File: src/rtl/idsearch_pkg.sv
package idsearch_pkg;

    typedef enum logic [1:0] {
        BM_RESET = 2'd0,
        BM_WRITE = 2'd1,
        BM_READ  = 2'd2
    } bm_op_e;

    typedef enum logic [1:0] {
        RES_MORE  = 2'd0,
        RES_LAST  = 2'd1,
        RES_NODEV = 2'd2,
        RES_FAIL  = 2'd3
    } res_code_e;

    typedef enum logic [3:0] {
        ST_IDLE,
        ST_RST_REQ,
        ST_RST_WAIT,
        ST_CMD_REQ,
        ST_CMD_WAIT,
        ST_RDA_REQ,
        ST_RDA_WAIT,
        ST_RDB_REQ,
        ST_RDB_WAIT,
        ST_WR_REQ,
        ST_WR_WAIT,
        ST_DONE
    } srch_state_e;

    // outcome of the branch decision for one identifier position
    typedef struct packed {
        logic choice;
        logic fork_zero;
        logic clash;
    } branch_t;

    function automatic logic is_request(input srch_state_e s);
        return (s == ST_RST_REQ) || (s == ST_CMD_REQ) || (s == ST_RDA_REQ) ||
               (s == ST_RDB_REQ) || (s == ST_WR_REQ);
    endfunction

    function automatic bm_op_e op_of(input srch_state_e s);
        case (s)
            ST_RST_REQ, ST_RST_WAIT:                         return BM_RESET;
            ST_RDA_REQ, ST_RDA_WAIT, ST_RDB_REQ, ST_RDB_WAIT: return BM_READ;
            default:                                         return BM_WRITE;
        endcase
    endfunction

endpackage

File: src/rtl/idsearch_decide.sv
module idsearch_decide
    import idsearch_pkg::*;
#(
    parameter int IDXW = 7
) (
    input  logic            rd_first,
    input  logic            rd_second,
    input  logic [IDXW-1:0] pos_idx,
    input  logic [IDXW-1:0] last_disc,
    input  logic            prev_bit,
    output branch_t         branch
);

    always_comb begin
        branch.clash     = rd_first & rd_second;
        branch.fork_zero = ~rd_first & ~rd_second;
        if (rd_first != rd_second) begin
            branch.choice = rd_first;
        end else if (pos_idx == last_disc) begin
            branch.choice = 1'b1;
        end else if (pos_idx > last_disc) begin
            branch.choice = 1'b0;
        end else begin
            branch.choice = prev_bit;
        end
    end

endmodule

File: src/rtl/idsearch_pattern.sv
module idsearch_pattern #(
    parameter int ID_BITS = 64,
    parameter int IDXW    = 7
) (
    input  logic               clk,
    input  logic               rst,
    input  logic               load,
    input  logic [ID_BITS-1:0] load_val,
    input  logic               wr_en,
    input  logic [IDXW-1:0]    pos_idx,
    input  logic               wr_bit,
    output logic [ID_BITS-1:0] bits,
    output logic               pos_bit
);

    localparam int PW = (ID_BITS > 1) ? $clog2(ID_BITS) : 1;

    // positions count from 1, storage from 0
    logic [PW-1:0] slot;
    assign slot    = PW'(pos_idx - IDXW'(1));
    assign pos_bit = bits[slot];

    for (genvar g = 0; g < ID_BITS; g++) begin : g_cell
        always_ff @(posedge clk) begin
            if (rst) begin
                bits[g] <= 1'b0;
            end else if (load) begin
                bits[g] <= load_val[g];
            end else if (wr_en && (slot == PW'(g))) begin
                bits[g] <= wr_bit;
            end
        end
    end

endmodule

File: src/rtl/idsearch_engine.sv
module idsearch_engine
    import idsearch_pkg::*;
#(
    parameter int                  ID_BITS  = 64,
    parameter int                  CMD_BITS = 8,
    parameter logic [CMD_BITS-1:0] CMD_CODE = 8'hF0,
    parameter int                  IDXW     = $clog2(ID_BITS + 1)
) (
    input  logic               clk,
    input  logic               rst,
    input  logic               start,
    input  logic [ID_BITS-1:0] prev_id,
    input  logic [IDXW-1:0]    prev_disc,
    output logic               busy,
    output logic               done,
    output logic [ID_BITS-1:0] found_id,
    output logic [IDXW-1:0]    found_disc,
    output logic [1:0]         result,
    output logic               bm_req,
    output logic [1:0]         bm_op,
    output logic               bm_wbit,
    input  logic               bm_done,
    input  logic               bm_rbit
);

    localparam int CMDW = (CMD_BITS > 1) ? $clog2(CMD_BITS) : 1;

    srch_state_e     state;
    logic [CMDW-1:0] cmd_cnt;
    logic [IDXW-1:0] pos_q;
    logic [IDXW-1:0] last_q;
    logic [IDXW-1:0] disc_q;
    logic            rd_first_q;
    logic            choice_q;
    res_code_e       code_q;

    branch_t         branch;
    logic            prev_bit;
    logic            pat_load;
    logic            pat_wr;

    assign pat_load = (state == ST_IDLE) && start;
    assign pat_wr   = (state == ST_RDB_WAIT) && bm_done && !branch.clash;

    idsearch_pattern #(
        .ID_BITS (ID_BITS),
        .IDXW    (IDXW)
    ) pattern_i (
        .clk      (clk),
        .rst      (rst),
        .load     (pat_load),
        .load_val (prev_id),
        .wr_en    (pat_wr),
        .pos_idx  (pos_q),
        .wr_bit   (branch.choice),
        .bits     (found_id),
        .pos_bit  (prev_bit)
    );

    idsearch_decide #(
        .IDXW (IDXW)
    ) decide_i (
        .rd_first  (rd_first_q),
        .rd_second (bm_rbit),
        .pos_idx   (pos_q),
        .last_disc (last_q),
        .prev_bit  (prev_bit),
        .branch    (branch)
    );

    always_ff @(posedge clk) begin
        if (rst) begin
            state      <= ST_IDLE;
            cmd_cnt    <= '0;
            pos_q      <= '0;
            last_q     <= '0;
            disc_q     <= '0;
            rd_first_q <= 1'b0;
            choice_q   <= 1'b0;
            code_q     <= RES_MORE;
        end else begin
            case (state)
                ST_IDLE: begin
                    if (start) begin
                        last_q <= prev_disc;
                        disc_q <= '0;
                        pos_q  <= IDXW'(1);
                        state  <= ST_RST_REQ;
                    end
                end
                ST_RST_REQ: state <= ST_RST_WAIT;
                ST_RST_WAIT: begin
                    if (bm_done) begin
                        if (bm_rbit) begin
                            cmd_cnt <= '0;
                            state   <= ST_CMD_REQ;
                        end else begin
                            code_q <= RES_NODEV;
                            state  <= ST_DONE;
                        end
                    end
                end
                ST_CMD_REQ: state <= ST_CMD_WAIT;
                ST_CMD_WAIT: begin
                    if (bm_done) begin
                        if (cmd_cnt == CMDW'(CMD_BITS - 1)) begin
                            pos_q <= IDXW'(1);
                            state <= ST_RDA_REQ;
                        end else begin
                            cmd_cnt <= cmd_cnt + CMDW'(1);
                            state   <= ST_CMD_REQ;
                        end
                    end
                end
                ST_RDA_REQ: state <= ST_RDA_WAIT;
                ST_RDA_WAIT: begin
                    if (bm_done) begin
                        rd_first_q <= bm_rbit;
                        state      <= ST_RDB_REQ;
                    end
                end
                ST_RDB_REQ: state <= ST_RDB_WAIT;
                ST_RDB_WAIT: begin
                    if (bm_done) begin
                        if (branch.clash) begin
                            code_q <= RES_FAIL;
                            state  <= ST_DONE;
                        end else begin
                            choice_q <= branch.choice;
                            if (branch.fork_zero && !branch.choice) begin
                                disc_q <= pos_q;
                            end
                            state <= ST_WR_REQ;
                        end
                    end
                end
                ST_WR_REQ: state <= ST_WR_WAIT;
                ST_WR_WAIT: begin
                    if (bm_done) begin
                        if (pos_q == IDXW'(ID_BITS)) begin
                            code_q <= (disc_q == '0) ? RES_LAST : RES_MORE;
                            state  <= ST_DONE;
                        end else begin
                            pos_q <= pos_q + IDXW'(1);
                            state <= ST_RDA_REQ;
                        end
                    end
                end
                ST_DONE: state <= ST_IDLE;
                default: state <= ST_IDLE;
            endcase
        end
    end

    always_comb begin
        bm_req = is_request(state);
        bm_op  = op_of(state);
        if ((state == ST_CMD_REQ) || (state == ST_CMD_WAIT)) begin
            bm_wbit = CMD_CODE[cmd_cnt];
        end else if ((state == ST_WR_REQ) || (state == ST_WR_WAIT)) begin
            bm_wbit = choice_q;
        end else begin
            bm_wbit = 1'b0;
        end
    end

    assign busy       = (state != ST_IDLE) && (state != ST_DONE);
    assign done       = (state == ST_DONE);
    assign found_disc = disc_q;
    assign result     = code_q;

endmodule

File: config.mk
export PLATFORM = sky130hd
export DESIGN_NAME = idsearch_engine
export DESIGN_NICKNAME = d
export VERILOG_FILES = /design/src/rtl/idsearch_pkg.sv /design/src/rtl/idsearch_decide.sv /design/src/rtl/idsearch_pattern.sv /design/src/rtl/idsearch_engine.sv
export SDC_FILE = /design/constraint.sdc
export NUM_CORES = 1
export LEC_CHECK = 0
export ABC_AREA = 1
export ABC_CLOCK_PERIOD_IN_PS = 3780
export BUFFER_PORTS_ARGS = -buffer_cell sky130_fd_sc_hd__buf_2
export CORE_ASPECT_RATIO = 1.25
export CORE_MARGIN = 2
export CORE_UTILIZATION = 45
export CTS_CLUSTER_SIZE = 30
export DETAILED_ROUTE_END_ITERATION = 6
export PLACE_DENSITY = 0.69
export REMOVE_ABC_BUFFERS = 1
export SLEW_MARGIN = 30
export SYNTH_ARGS = -nofsm -noshare
export SYNTH_HDL_FRONTEND = slang
export SYNTH_HIERARCHICAL = 1
export SYNTH_SLANG_ARGS = --single-unit
File: constraint.sdc
create_clock -name clk -period 3.78 [get_ports clk]
set_input_delay 0.189 -clock clk [delete_from_list [all_inputs] [get_ports clk]]
set_output_delay 0.189 -clock clk [all_outputs]
set_load 0.01 [all_outputs]
==> results.json <==
{
  "status": "finished clean",
  "design.core.area_mm2": 0.0144,
  "pwr-share-comb_pct": 59.8,
  "synthDistinctLibCells": 33,
  "yosysWarnings": 6,
  "cp.required_ns": 4.00,
  "synthTopCellsByArea": "dfxtp_1 29%, nand2_1 26%, nand3_1 9.6%, nor2_1 7.4%, a21oi_1 6.0%",
  "die-area_mm2": 0.0157,
  "worstSetupStartpointType": "register",
  "worst_pin_slew_ns": 0.801,
  "routedWlPerCell_um": 13.8,
  "grt_max_degree": 73,
  "p_leak_uw": 0.00421,
  "htreeDepth": 3,
  "cts_root_buffer": "clkbuf_16",
  "die_h_um": 140,
  "yosysSeqAreaShare_pct": 29.2,
  "dr.first_iter.drc_count": 559,
  "cts_buffer_depth": 2,
  "io_buffers": 154,
  "synth-main-ff-cell": "dfxtp_1",
  "internal_power_uw": 3230,
  "syn_area_mm2": 0.00664,
  "fp.dieW_um": 113,
  "maxSlewHeadroom_pct": 46.5,
  "clock_power_share_pct": 15.8,
  "rsz0062_at_grt": "false",
  "cts.clk_slew.worst_paths_ns": 0.07,
  "via_per_inst": 5.11,
  "synthSimpleGateAreaFrac_pct": 48.7,
  "synth_edf_count": 0,
  "grt_pass1_wl_mm": 32.6,
  "std_cell_rows": 49,
  "whs_ns": 0.0608,
  "antenna_found_initial": 1,
  "synthMuxAreaShare_pct": 0,
  "cts_resized": 0,
  "ir_drop_uv": 456,
  "gp_congestion": 0.871,
  "synthCells": 1156,
  "critPathKind": "register to register",
  "dp_hpwl_mm": 14.4,
  "synth_top_family_by_area": "simple AND/OR/NAND/NOR gates",
  "power_switching_share_pct": 49.4,
  "ios": 155,
  "synth_top_cell_by_area": "dfxtp_1",
  "synth_compound_area_share_pct": 8.44,
  "crit_path_end_kind": "register",
  "yosys-top-cells-count": "461 x nand2_1, 131 x nor2_1, 127 x nand3_1, 101 x inv_1, 97 x dfxtp_1",
  "num-fill-cells": 1589,
  "worstSkewPairLatency_ns": 0.35,
  "drive_gt1_share_pct": 18.3,
  "ant_nets": 0,
  "synth.most_common_cell": "nand2_1",
  "reg2reg_slack_ns": 0.43,
  "cts_tree": "built",
  "overflow": 0,
  "power_frac_seq_pct": 24.3,
  "min_path_type": "input pin to register",
  "slew_viol_final": 0,
  "setup_viol": 0,
  "grt_pass1_vias": 6962,
  "post-route-drc-count": 0,
  "antennaDiodeCount": 0,
  "layout_min_cycle_time_ns": 3.35,
  "cts_hold_buffers": 0,
  "finalHoldViolCount": 0,
  "synth_xor_area_share_pct": 0.509,
  "fin_ws_ns": 0.433,
  "clock-sinks": 97,
  "p_sw_uw": 3150,
  "clock_skew_ns": 0.00808,
  "start_util_pct": 46.1,
  "syn2layout_area_growth_pct": 17.8,
  "pre_cts_ws_ns": 0.475,
  "power_density_mw_per_mm2": 817,
  "avgSynthCellArea_um2": 5.74,
  "maxCapViolations": 0,
  "cp_max_fo": 14,
  "grt_util_all_layers_pct": 25.3,
  "synth_top_area_share_pct": 29.2,
  "fin_nets": 1375,
  "firstDrtPassIters": 5,
  "async_flop_share_pct": 0,
  "clock.fmax_mhz": 299,
  "ys_ff_latch": 97,
  "fin_crit_sh_pct": 88.5,
  "via_count": 7479,
  "arrival_ns": 3.57,
  "synthAdderAreaFrac_pct": 3.20,
  "drt-total-wl_mm": 20.2,
  "cts_setup_buffers": 0,
  "numCtsBuffers": 9
}
final cells by class:
class / instances / area (um2) / area share, %
multi-input combinational: 896 / 4050 / 51.8
clock inverter: 3 / 65.1 / 0.832
sequential: 97 / 1940 / 24.8
timing repair buffer: 168 / 876 / 11.2
clock buffer: 11 / 253 / 3.23
inverter: 110 / 415 / 5.31
tap: 178 / 223 / 2.85
registers in the layout, summed over array words and instances, names as in the netlist, named ones only:
register,cells
found_disc,7
pos_q,7
state,4
last_q,7
pattern_i/bits,64
result,2
cmd_cnt,3
rd_first_q,1
choice_q,1
worst paths after layout:
| path | start | to | cells after the start |
|---|---|---|---|
| min | prev_disc[5] | last_q[5] | 3 |
| min reg2reg | choice_q | choice_q | 2 |
| max reg2reg | pos_q[1] | found_disc[0] | 23 |
| max | pos_q[1] | found_disc[0] | 23 |
cell families (layout without fill, tap and decap cells):
| group | Yosys count | in the layout |
|---|---|---|
| flip-flops | 97 | 97 |
| XOR/XNOR | 3 | 3 |
| AO/OA/AOI/OAI | 107 | 107 |
| adder cells (fa/ha/maj) | 17 | 17 |
| buffers and inverters | 163 | 292 |
| AND/OR/NAND/NOR | 769 | 769 |
routing by layer:
metal  vias to the layer above  wire length [um]  global-route usage, %
li1                       3847                 -                      -
met1                      3346              8410                   29.9
met2                       235              9980                   43.7
met3                        51              1090                   3.75
met4                         0               775                   13.5
met5                         -                 0                      0
power groups by stage:
stage / logic, uW / registers (uW) / clock network, uW
CTS: 3810 / 1560 / 1030
finish: 3820 / 1550 / 1010
global route: 4310 / 1590 / 1060
floorplan: 2500 / 1700 / 0
global placement: 3760 / 1570 / 0
detailed placement: 3800 / 1580 / 0
layout by cell type, fill, tap and decap left out, types with 2 or more instances in the layout:
cell type    n
nor2_4      11
buf_2      154
dfxtp_1     97
nor2_2      18
nand3_2      2
nand4_1      3
clkbuf_8     2
o211ai_1     2
nand2_1    460
buf_4       14
nand3_1    127
o21ai_0     19
inv_2        7
nand2_2      8
nor3_1       4
bufinv_16    2
clkinv_2     3
a21oi_2      3
nand3b_1     3
ha_1        17
a21oi_1     79
inv_1      100
nor2_1     131
clkbuf_16    9
critical path, stage by stage, from the launching register on:
cell and delay (ns):
dfxtp_1 0.48, inv_1 0.10, ha_1 0.25, xnor2_1 0.16
buf_4 0.19, clkinv_1 0.24, nand2_1 0.15, nand2_1 0.05
nand2_1 0.05, nand2_1 0.06, nand2_1 0.05, nand2_1 0.05
inv_1 0.04, nand2_1 0.06, nand3b_1 0.09, nor2_1 0.05
nand2_1 0.07, a21oi_2 0.07, nor2_1 0.10, nand3_1 0.11
a21oi_2 0.42, o21ai_0 0.20, o21ai_0 0.11, nor2_1 0.06
per-stage QoR:
stage	TNS (ns)	power [uW]	utilization [%]	instance area, um2	instances
3_3_place_gp	0	5340	52.1	7500	1449
4_1_cts	0	6400	54.3	7820	1463
2_1_floorplan	-128.20	4200	-	6390	1103
5_1_grt	0	6960	54.3	7820	1463
6_report	0	6390	54.3	7820	1463
3_5_place_dp	0	5380	52.1	7500	1449
Note: power is estimated with default switching activity, not from simulation.
